### src/rtl/ilv_pkg.sv
package ilv_pkg;
   typedef enum logic {
      ST_IDLE   = 1'b0,
      ST_ACCESS = 1'b1
   } ilv_state_e;
endpackage

### src/rtl/ilv_bank_decoder.sv
module ilv_bank_decoder #(
   parameter int SEL_W = 4,
   localparam int NB   = 1 << SEL_W
) (
   input  logic             en,
   input  logic [SEL_W-1:0] sel,
   output logic [NB-1:0]    onehot
);
   genvar gi;
   generate
      for (gi = 0; gi < NB; gi++) begin : g_line
         assign onehot[gi] = en && (sel == SEL_W'(gi));
      end
   endgenerate
endmodule

### src/rtl/ilv_read_mux.sv
module ilv_read_mux #(
   parameter int SEL_W  = 4,
   parameter int DATA_W = 32,
   parameter bit AND_OR = 1'b1,
   localparam int NB    = 1 << SEL_W
) (
   input  logic [SEL_W-1:0]     sel,
   input  logic [NB*DATA_W-1:0] din,
   output logic [DATA_W-1:0]    dout
);
   generate
      if (AND_OR) begin : g_andor
         logic [NB-1:0] line;
         ilv_bank_decoder #(.SEL_W(SEL_W)) dec_i (
            .en     (1'b1),
            .sel    (sel),
            .onehot (line)
         );
         always_comb begin
            dout = '0;
            for (int i = 0; i < NB; i++) begin
               dout = dout | (din[i*DATA_W +: DATA_W] & {DATA_W{line[i]}});
            end
         end
      end else begin : g_index
         assign dout = din[sel*DATA_W +: DATA_W];
      end
   endgenerate
endmodule

### src/rtl/ilv_seq_ctrl.sv
module ilv_seq_ctrl
   import ilv_pkg::*;
(
   input  logic clk,
   input  logic rst_n,
   input  logic req_rd,
   input  logic req_wr,
   input  logic sel_rdy,
   output logic accept,
   output logic busy,
   output logic dir_wr,
   output logic capture,
   output logic done,
   output logic err
);
   ilv_state_e state_q;
   logic       dir_q;

   assign busy    = (state_q == ST_ACCESS);
   assign accept  = (state_q == ST_IDLE) && (req_rd ^ req_wr);
   assign dir_wr  = dir_q;
   assign capture = busy && sel_rdy && !dir_q;

   always_ff @(posedge clk or negedge rst_n) begin
      if (!rst_n) begin
         state_q <= ST_IDLE;
         dir_q   <= 1'b0;
         done    <= 1'b0;
         err     <= 1'b0;
      end else begin
         done <= busy && sel_rdy;
         err  <= (state_q == ST_IDLE) && req_rd && req_wr;
         case (state_q)
            ST_IDLE: begin
               if (accept) begin
                  state_q <= ST_ACCESS;
                  dir_q   <= req_wr;
               end
            end
            ST_ACCESS: begin
               if (sel_rdy) state_q <= ST_IDLE;
            end
            default: state_q <= ST_IDLE;
         endcase
      end
   end
endmodule

### src/rtl/ilv_mem_ctrl.sv
module ilv_mem_ctrl #(
   parameter int ADDR_W     = 26,
   parameter int BANK_SEL_W = 4,
   parameter int DATA_W     = 32,
   parameter bit MUX_AND_OR = 1'b1,
   localparam int NUM_BANKS = 1 << BANK_SEL_W,
   localparam int ROW_W     = ADDR_W - BANK_SEL_W
) (
   input  logic                        clk,
   input  logic                        rst_n,
   input  logic [ADDR_W-1:0]           cpu_addr,
   input  logic [DATA_W-1:0]           cpu_wdata,
   input  logic                        cpu_rd,
   input  logic                        cpu_wr,
   output logic [DATA_W-1:0]           cpu_rdata,
   output logic                        cpu_busy,
   output logic                        cpu_done,
   output logic                        cpu_err,
   output logic [NUM_BANKS-1:0]        bank_cs,
   output logic [ROW_W-1:0]            bank_row,
   output logic                        bank_we,
   output logic [DATA_W-1:0]           bank_wdata,
   input  logic [NUM_BANKS*DATA_W-1:0] bank_rdata,
   input  logic [NUM_BANKS-1:0]        bank_rdy
);
   generate
      if (BANK_SEL_W < 1 || BANK_SEL_W > 8) begin : g_bad_sel
         $error("BANK_SEL_W must be 1..8");
      end
      if (ADDR_W <= BANK_SEL_W) begin : g_bad_addr
         $error("ADDR_W must exceed BANK_SEL_W");
      end
      if (DATA_W < 1) begin : g_bad_data
         $error("DATA_W must be positive");
      end
   endgenerate

   logic [ADDR_W-1:0]     mar_q;
   logic [DATA_W-1:0]     mbr_q;
   logic [BANK_SEL_W-1:0] bank_idx;
   logic [DATA_W-1:0]     mux_out;
   logic                  sel_rdy;
   logic                  accept;
   logic                  busy;
   logic                  dir_wr;
   logic                  capture;

   assign bank_idx = mar_q[BANK_SEL_W-1:0];
   assign sel_rdy  = bank_rdy[bank_idx];

   ilv_seq_ctrl seq_i (
      .clk     (clk),
      .rst_n   (rst_n),
      .req_rd  (cpu_rd),
      .req_wr  (cpu_wr),
      .sel_rdy (sel_rdy),
      .accept  (accept),
      .busy    (busy),
      .dir_wr  (dir_wr),
      .capture (capture),
      .done    (cpu_done),
      .err     (cpu_err)
   );

   ilv_bank_decoder #(.SEL_W(BANK_SEL_W)) dec_i (
      .en     (busy),
      .sel    (bank_idx),
      .onehot (bank_cs)
   );

   ilv_read_mux #(
      .SEL_W  (BANK_SEL_W),
      .DATA_W (DATA_W),
      .AND_OR (MUX_AND_OR)
   ) mux_i (
      .sel  (bank_idx),
      .din  (bank_rdata),
      .dout (mux_out)
   );

   always_ff @(posedge clk or negedge rst_n) begin
      if (!rst_n) begin
         mar_q <= '0;
         mbr_q <= '0;
      end else if (accept) begin
         mar_q <= cpu_addr;
         if (cpu_wr) mbr_q <= cpu_wdata;
      end else if (capture) begin
         mbr_q <= mux_out;
      end
   end

   assign bank_row   = mar_q[ADDR_W-1:BANK_SEL_W];
   assign bank_we    = dir_wr;
   assign bank_wdata = mbr_q;
   assign cpu_rdata  = mbr_q;
   assign cpu_busy   = busy;
endmodule

### config.mk
export PLATFORM = sky130hd
export DESIGN_NAME = ilv_mem_ctrl
export DESIGN_NICKNAME = d
export VERILOG_FILES = /design/src/rtl/ilv_pkg.sv /design/src/rtl/ilv_bank_decoder.sv /design/src/rtl/ilv_read_mux.sv /design/src/rtl/ilv_seq_ctrl.sv /design/src/rtl/ilv_mem_ctrl.sv
export SDC_FILE = /design/constraint.sdc
export NUM_CORES = 1
export LEC_CHECK = 0
export BUFFER_PORTS_ARGS = -buffer_cell sky130_fd_sc_hd__buf_2
export CAP_MARGIN = 20
export CORE_AREA = 2 2 272 274
export CTS_CLUSTER_DIAMETER = 50
export DETAILED_ROUTE_END_ITERATION = 12
export DIE_AREA = 0 0 274 276
export PLACE_DENSITY = 0.4
export RECOVER_POWER = 25
export SYNTH_ARGS = -nofsm -noshare
export SYNTH_HDL_FRONTEND = slang
export SYNTH_SLANG_ARGS = --single-unit
### constraint.sdc
create_clock -name clk -period 4.2 [get_ports clk]
set_input_delay 0.21 -clock clk [delete_from_list [all_inputs] [get_ports clk]]
set_output_delay 0.21 -clock clk [all_outputs]
set_load 0.02 [all_outputs]
==> results of run 1 <==
path summary, 6_finish.rpt:
kind | from | to | slack [ps]
min in group asynchronous | rst_n | bank_wdata[3]$_DFFE_PN0P_ | 960
min | cpu_addr[6] | mar_q[6]$_DFFE_PN0P_ | 50
min reg2reg | mar_q[14]$_DFFE_PN0P_ | mar_q[14]$_DFFE_PN0P_ | 510
max | mar_q[0]$_DFFE_PN0P_ | bank_cs[13] | 960
max in group asynchronous | rst_n | bank_wdata[22]$_DFFE_PN0P_ | 1590
max reg2reg | mar_q[1]$_DFFE_PN0P_ | bank_wdata[16]$_DFFE_PN0P_ | 970
cell usage after synthesis, drive strengths merged (2+ instances only):
library cell / n / area (um2)
a222oi: 32 / 320
o32a: 32 / 320
nor4b: 4 / 60.1
and4: 2 / 20.0
and4b: 4 / 40.0
buf: 78 / 544
nand4: 32 / 200
nand2: 69 / 259
nor4bb: 6 / 60.1
nand3b: 2 / 15.0
clkbuf: 34 / 128
mux4: 4 / 97.6
and2: 16 / 100
mux2: 58 / 661
dfrtp: 62 / 1550
nor2: 2 / 7.51
o21ai: 2 / 10.0
a22oi: 192 / 1440
nand3: 33 / 165
state kept, by name (all words and copies together) (netlist names):
name and cells:
seq_i.busy 1, seq_i.err 1, mar_q 26, seq_i.dir_wr 1, bank_wdata 32, seq_i.done 1
layer usage:
layer	track usage	vias to the layer above
li1	-	4008
met1	0.179	4541
met2	0.282	745
met3	0.0421	161
met4	0.0846	24
met5	0	-
layout make-up:
type	count	area [um2]
Antenna cell	12	30.0
Clock inverter	3	20.0
Multi-Input combinational cell	495	3990
Inverter	1	3.75
Sequential cell	62	1550
Tap cell	959	1200
Timing Repair Buffer	732	3770
Clock buffer	12	256
Fill cell	8420	61800
stage by stage:
step           std cells  cell area (um2)  utilization  setup WS (ps)  power (uW)
6_report            2276            10800        0.149            957        6920
5_1_grt             2272            10800        0.149            762        7370
4_1_cts             2263            10800        0.149            732        7100
3_5_place_dp        2247            10500        0.145            746        6200
3_3_place_gp        2247            10500        0.145            843        6160
2_1_floorplan        670             6060            -           2130        4140
kinds of logic after synthesis:
logic type | share of synthesized area
multiplexers | 0.125
XOR/XNOR | 0.00144
buffers and inverters | 0.111
AND/OR/NAND/NOR | 0.156
AO/OA/AOI/OAI | 0.350
flip-flops | 0.256
critical path: cells and delay by family, from the launching register on:
kind / cells / cell delay (ps)
buf+inv: 2 / 650
simple gates: 2 / 920
flops: 1 / 1040
report_power, final:
part | internal, uW | leakage [uW] | switching [uW] | total [uW]
clock | 430 | 0.000131 | 391 | 821
combinational | 1890 | 0.00416 | 2830 | 4720
sequential | 904 | 0.000733 | 470 | 1370
total | 3220 | 0.00502 | 3700 | 6920
layout by cell type (no fill, tap or decap), types with 2 or more instances in the layout:
master	instances
clkbuf_8	2
o21ai_0	2
mux4_2	2
and4b_2	4
nor4bb_4	6
clkbuf_1	38
mux2_2	56
nor2_1	2
clkinvlp_4	2
and2_1	16
nand3_1	33
buf_4	31
nand2_1	68
a222oi_1	32
dfrtp_1	62
nand4_1	32
buf_12	5
clkbuf_16	9
a22oi_1	192
mux2_4	2
buf_2	658
diode_2	12
nand3b_1	2
o32a_1	32
mux4_1	2
nor4b_4	4
what timing repair did:
item | in CTS | in global routing
gates resized for setup | 0 | 0
endpoints found under the hold margin | 21 | 0
hold buffers | 1 | 0
==> metrics.md, run 1 <==
| Metric | Value |
|---|---|
| Clock root cell | clkbuf_16 |
| Post-synth EDFFs | 0 |
| Area grow syn2layout | 78.4% |
| Grt ovf | 0 |
| Clock skew | 15.2 ps |
| Worst VDD drop | 0.000212 V |
| Relative slew slack | -0.384 |
| Mapped Nets | 1260 |
| RSZ-0062 raised after global routing | no |
| Die area | 0.0756 mm2 |
| Total power per unit cell area | 639 mW/mm2 |
| Worst path cell trace | and4b_2, buf_4, and2_1, buf_2 |
| Pleak | 0.00502 uW |
| Fin nets | 1891 |
| # IOs | 696 |
| First-pass GRT wire length | between 80 and 90 mm |
| WS Path Type | register to output port |
| Slew @ Worst Pin | between 2000 and 2500 ps |
| Vias in the first global route | 9857 |
| Clk_lat worst skew | 380 ps |
| CP arrival | just over 3000 ps |
| Total CTS buffers | 9 |
| TritonCTS clock tree | done |
| Final GP Congestion | 0.940 |
| Die width | 274 um |
| Core Region | 0.0726 mm2 |
| Synthesized area | 0.00606 mm2 |
| Asr flop ratio synth | 1.00 |
| Sequential-to-total area share from yosys stat | 0.256 |
| Max Cap Viol | 1 |
| Clock transition at path regs | 80 ps |
| Critical path's slowest cell | dfrtp_1 |
| Setup violators final | 0 |
| Wirelength per Cell | roughly 28 um |
| Post-synth top flop | dfrtp_1 |
| H-tree depth | 3 |
| Yosys cell types | 31 |
| GR Util All Layers | 0.162 |
| Worst r2r path cells | 6 |
| Final min period | 3240 ps |
| Average size of a mapped cell | 9.05 um2 |
| CTS sink cnt | 62 |
| Via Count | 9479 |
| Critical path required time | 3990 ps |
| Critical Path Max Stage Delay | 1040 ps |
| CTS max path bufs | 2 |
| CP Capture Type | output port |
| Std-Cell Rows | 99 |
| Vias per std cell | 4.16 |
| Pre-antenna DRT Iters | 6 |
| Synth Register Bits | 62 |
| Max FO, Critical Path | 21 |
| Worst hold path type | primary input to register |
| Status | complete, but fails checks |
| Post-route ant nets | 0 |
| DP Wirelength | 49.6 mm |
| Setup_tns | 0 ps |
| Final wirelength | 64.2 mm |
| Metal-1 WL | 23.3 mm |
| Layout cells sized above 1 | 0.603 |
| Starting density of the core | 0.0835 |
| Largest net degree at the start of global routing | 43 |
| Hold depth | 2 |
| Initial antenna violation count | 32 |
| Cells after Synth | 670 |
| Initial DRC count | 773 |
| Final Hold Fails | 0 |
| Hold_ws | 54.9 ps |
| Failing checks | max-capacitance violations, max-slew violations |
| Fmax | slightly above 300 MHz |
| Post CTS Setup Buffer Count | 0 |
| DRC violations left | 0 |
| Met3 WL post-DR | 6.09 mm |
| Slew Viols, Final | 23 |
| Die extent in y | 276 um |
| IO buf count | a little under 700 |
| Met2 WL | ~31 mm |
| Setup crit start kind | register |
| Highest metal used | met5 |
| Fin crit share | 0.772 |
| Ys Warns | 0 |
(Power assumes the default switching activity.)
==> run 2: changes to the inputs <==
Settings changed: CORE_AREA 2 2 272 274 to 2 2 271 273, DIE_AREA 0 0 274 276 to 0 0 273 275.
Clock period 4.2 ns to 3.3 ns, I/O delays scaled along.
==> metrics.md, run 2 (synthesis results as in run 1) <==
| Metric | Value |
|---|---|
| Status | finished clean |
| Vias in the first global route | 10000 |
| Relative slew slack | 0.0352 |
| CP Capture Type | register |
| Post-route ant nets | 0 |
| RR Startpoint | mar_q[3]$_DFFE_PN0P_ |
| IO buf count | 695 |
| # IOs | 696 |
| Setup ws final | 405 ps |
| Total power per unit cell area | 813 mW/mm2 |
| CTS sink cnt | 62 |
| Worst hold path type | primary input to register |
| Setup_tns | 0 ps |
| Worst path cell trace | buf_4, nor4b_4, buf_4, a222oi_1, buf_4, nand3_1, o32a_1, mux2_2 |
| Max Cap Viol | 0 |
| Slew @ Worst Pin | roughly 1400 ps |
| Final wirelength | 62.2 mm |
| Initial antenna violation count | 15 |
| WS Path Type | register to register |
| Pint | 4460 uW |
| Critical path's slowest cell | dfrtp_1 |
| Commonest non-fill, non-tap cell in the layout | buf_2 |
| Clock root cell | clkbuf_16 |
| Die area | 0.0751 mm2 |
| Critical Path Max Stage Delay | 790 ps |
| GR Util All Layers | 0.154 |
| Via Count | approximately 9600 |
| DRC violations left | 0 |
| Fin crit share | 0.877 |
| Met3 WL post-DR | 5.22 mm |
| Clock transition at path regs | 70 ps |
| CP arrival | about 3200 ps |
| Die extent in y | 275 um |
| Total CTS buffers | 9 |
| Std-Cell Rows | 99 |
| Reg-to-reg slack, setup | 410 ps |
| Final min period | a little under 3000 ps |
| Largest net degree at the start of global routing | 53 |
| Final GP Congestion | 1.02 |
| Highest metal used | met5 |
| Hold depth | 2 |
| Post CTS Setup Buffer Count | 0 |
| CTS max path bufs | 2 |
| Seq pwr share | 0.175 |
| Switching Fraction | 0.513 |
| H-tree depth | 3 |
| Core Region | 0.0723 mm2 |
| Worst R2R End | bank_wdata[15]$_DFFE_PN0P_ |
| Starting density of the core | 0.0838 |
| Worst VDD drop | around 0.00032 V |
| Setup violators final | 0 |
| Final Hold Fails | 0 |
| TritonCTS clock tree | done |
| Met2 WL | just over 30 mm |
| Wirelength per Cell | 27.0 um |
| Area grow syn2layout | 85.5% |
| Slew Viols, Final | 0 |
| Initial DRC count | 847 |
| Power consumption | just over 9000 uW |
| Metal-1 WL | 23.8 mm |
| DP Wirelength | between 40 and 50 mm |
| Gate power share | 0.690 |
| RSZ-0062 raised after global routing | no |
| First-pass GRT wire length | 79.2 mm |
| P_sw | 4690 uW |
| Clk pwr share | 0.135 |
| Pre-CTS WS | 440 ps |
| Buf+Inv Stages, Crit Path | 3 |
| Cell depth of the worst setup path | 8 |
| Cell Area, Placed | around 0.011 mm2 |
| Worst r2r path cells | 8 |
| Max FO, Critical Path | 19 |
| Worst setup path endpoint | bank_wdata[15]$_DFFE_PN0P_ |
| Clock skew | 13.3 ps |
| Commonest non-fill, non-tap cells in the layout | buf_2 (677), a22oi_1 (192), nand2_1 (68) |
| Critical path required time | 3550 ps |
| Clk_lat worst skew | between 300 and 400 ps |
| Vias per std cell | 4.17 |
| Post-route cell area | between 0.01 and 0.015 mm2 |
| Grt ovf | 0 |
| Setup crit start | mar_q[3]$_DFFE_PN0P_ |
| Top cell by count, worst path | buf_4 |
| Setup crit start kind | register |
| Max reg flops | 32 |
| Die width | 273 um |
| Layout cells sized above 1 | 0.613 |
| Pleak | 0.00527 uW |
| Hold_ws | 36.4 ps |
| Fmax | ~350 MHz |
| Pre-antenna DRT Iters | 5 |
| Critical path's top delay family | compound AO/OA/AOI/OAI gates |
| Fin nets | around 1900 |
-- run 2: worst register-to-register path, stage by stage, from the launching register on --
cell and delay [ps]:
dfrtp_1 790, buf_4 260, nor4b_4 50, buf_4 240, a222oi_1 570, buf_4 220
nand3_1 90, o32a_1 290, mux2_2 260
-- run 2: stage by stage --
stage | util | instances
floorplan | - | 670
global placement | 0.148 | 2260
detailed placement | 0.148 | 2260
CTS | 0.156 | 2297
global route | 0.155 | 2300
finish | 0.155 | 2303
-- run 2: worst min-delay path by stage --
stage | slack, ps | start | to
global route | 7 | cpu_addr[20] | mar_q[20]$_DFFE_PN0P_
finish | 40 | cpu_addr[21] | mar_q[21]$_DFFE_PN0P_
floorplan | -130 | rst_n | bank_wdata[0]$_DFFE_PN0P_
CTS | 0.02 | cpu_addr[20] | mar_q[20]$_DFFE_PN0P_
detailed placement | 290 | rst_n | bank_wdata[3]$_DFFE_PN0P_
global placement | 280 | rst_n | bank_wdata[3]$_DFFE_PN0P_
-- run 2: power by group through the flow --
stage,sequential [uW],combinational (uW),clock [uW]
5_1_grt,1660,6720,1330
2_1_floorplan,1850,3420,0
6_report,1600,6310,1230
4_1_cts,1610,6410,1310
3_5_place_dp,1610,6380,0
3_3_place_gp,1600,6380,0
-- run 2: layer usage --
| metal | vias to the layer above | track usage |
|---|---|---|
| met5 | - | 0 |
| met1 | 4708 | 0.175 |
| li1 | 4072 | - |
| met2 | 684 | 0.271 |
| met4 | 12 | 0.0746 |
| met3 | 139 | 0.0363 |
-- run 2: timing repair --
action / 4_1_cts / 5_1_grt
endpoints found under the hold margin: 60 / 0
resized for setup: 0 / 0
hold buffers: 21 / 0
-- run 2: cell type report --
cell class / count / area (um2)
Fill cell: 8357 / 61100
Timing Repair Buffer: 764 / 4150
Multi-Input combinational cell: 495 / 3990
Sequential cell: 62 / 1550
Tap cell: 959 / 1200
Clock buffer: 10 / 229
Clock inverter: 6 / 110
Antenna cell: 6 / 15.0
Inverter: 1 / 3.75
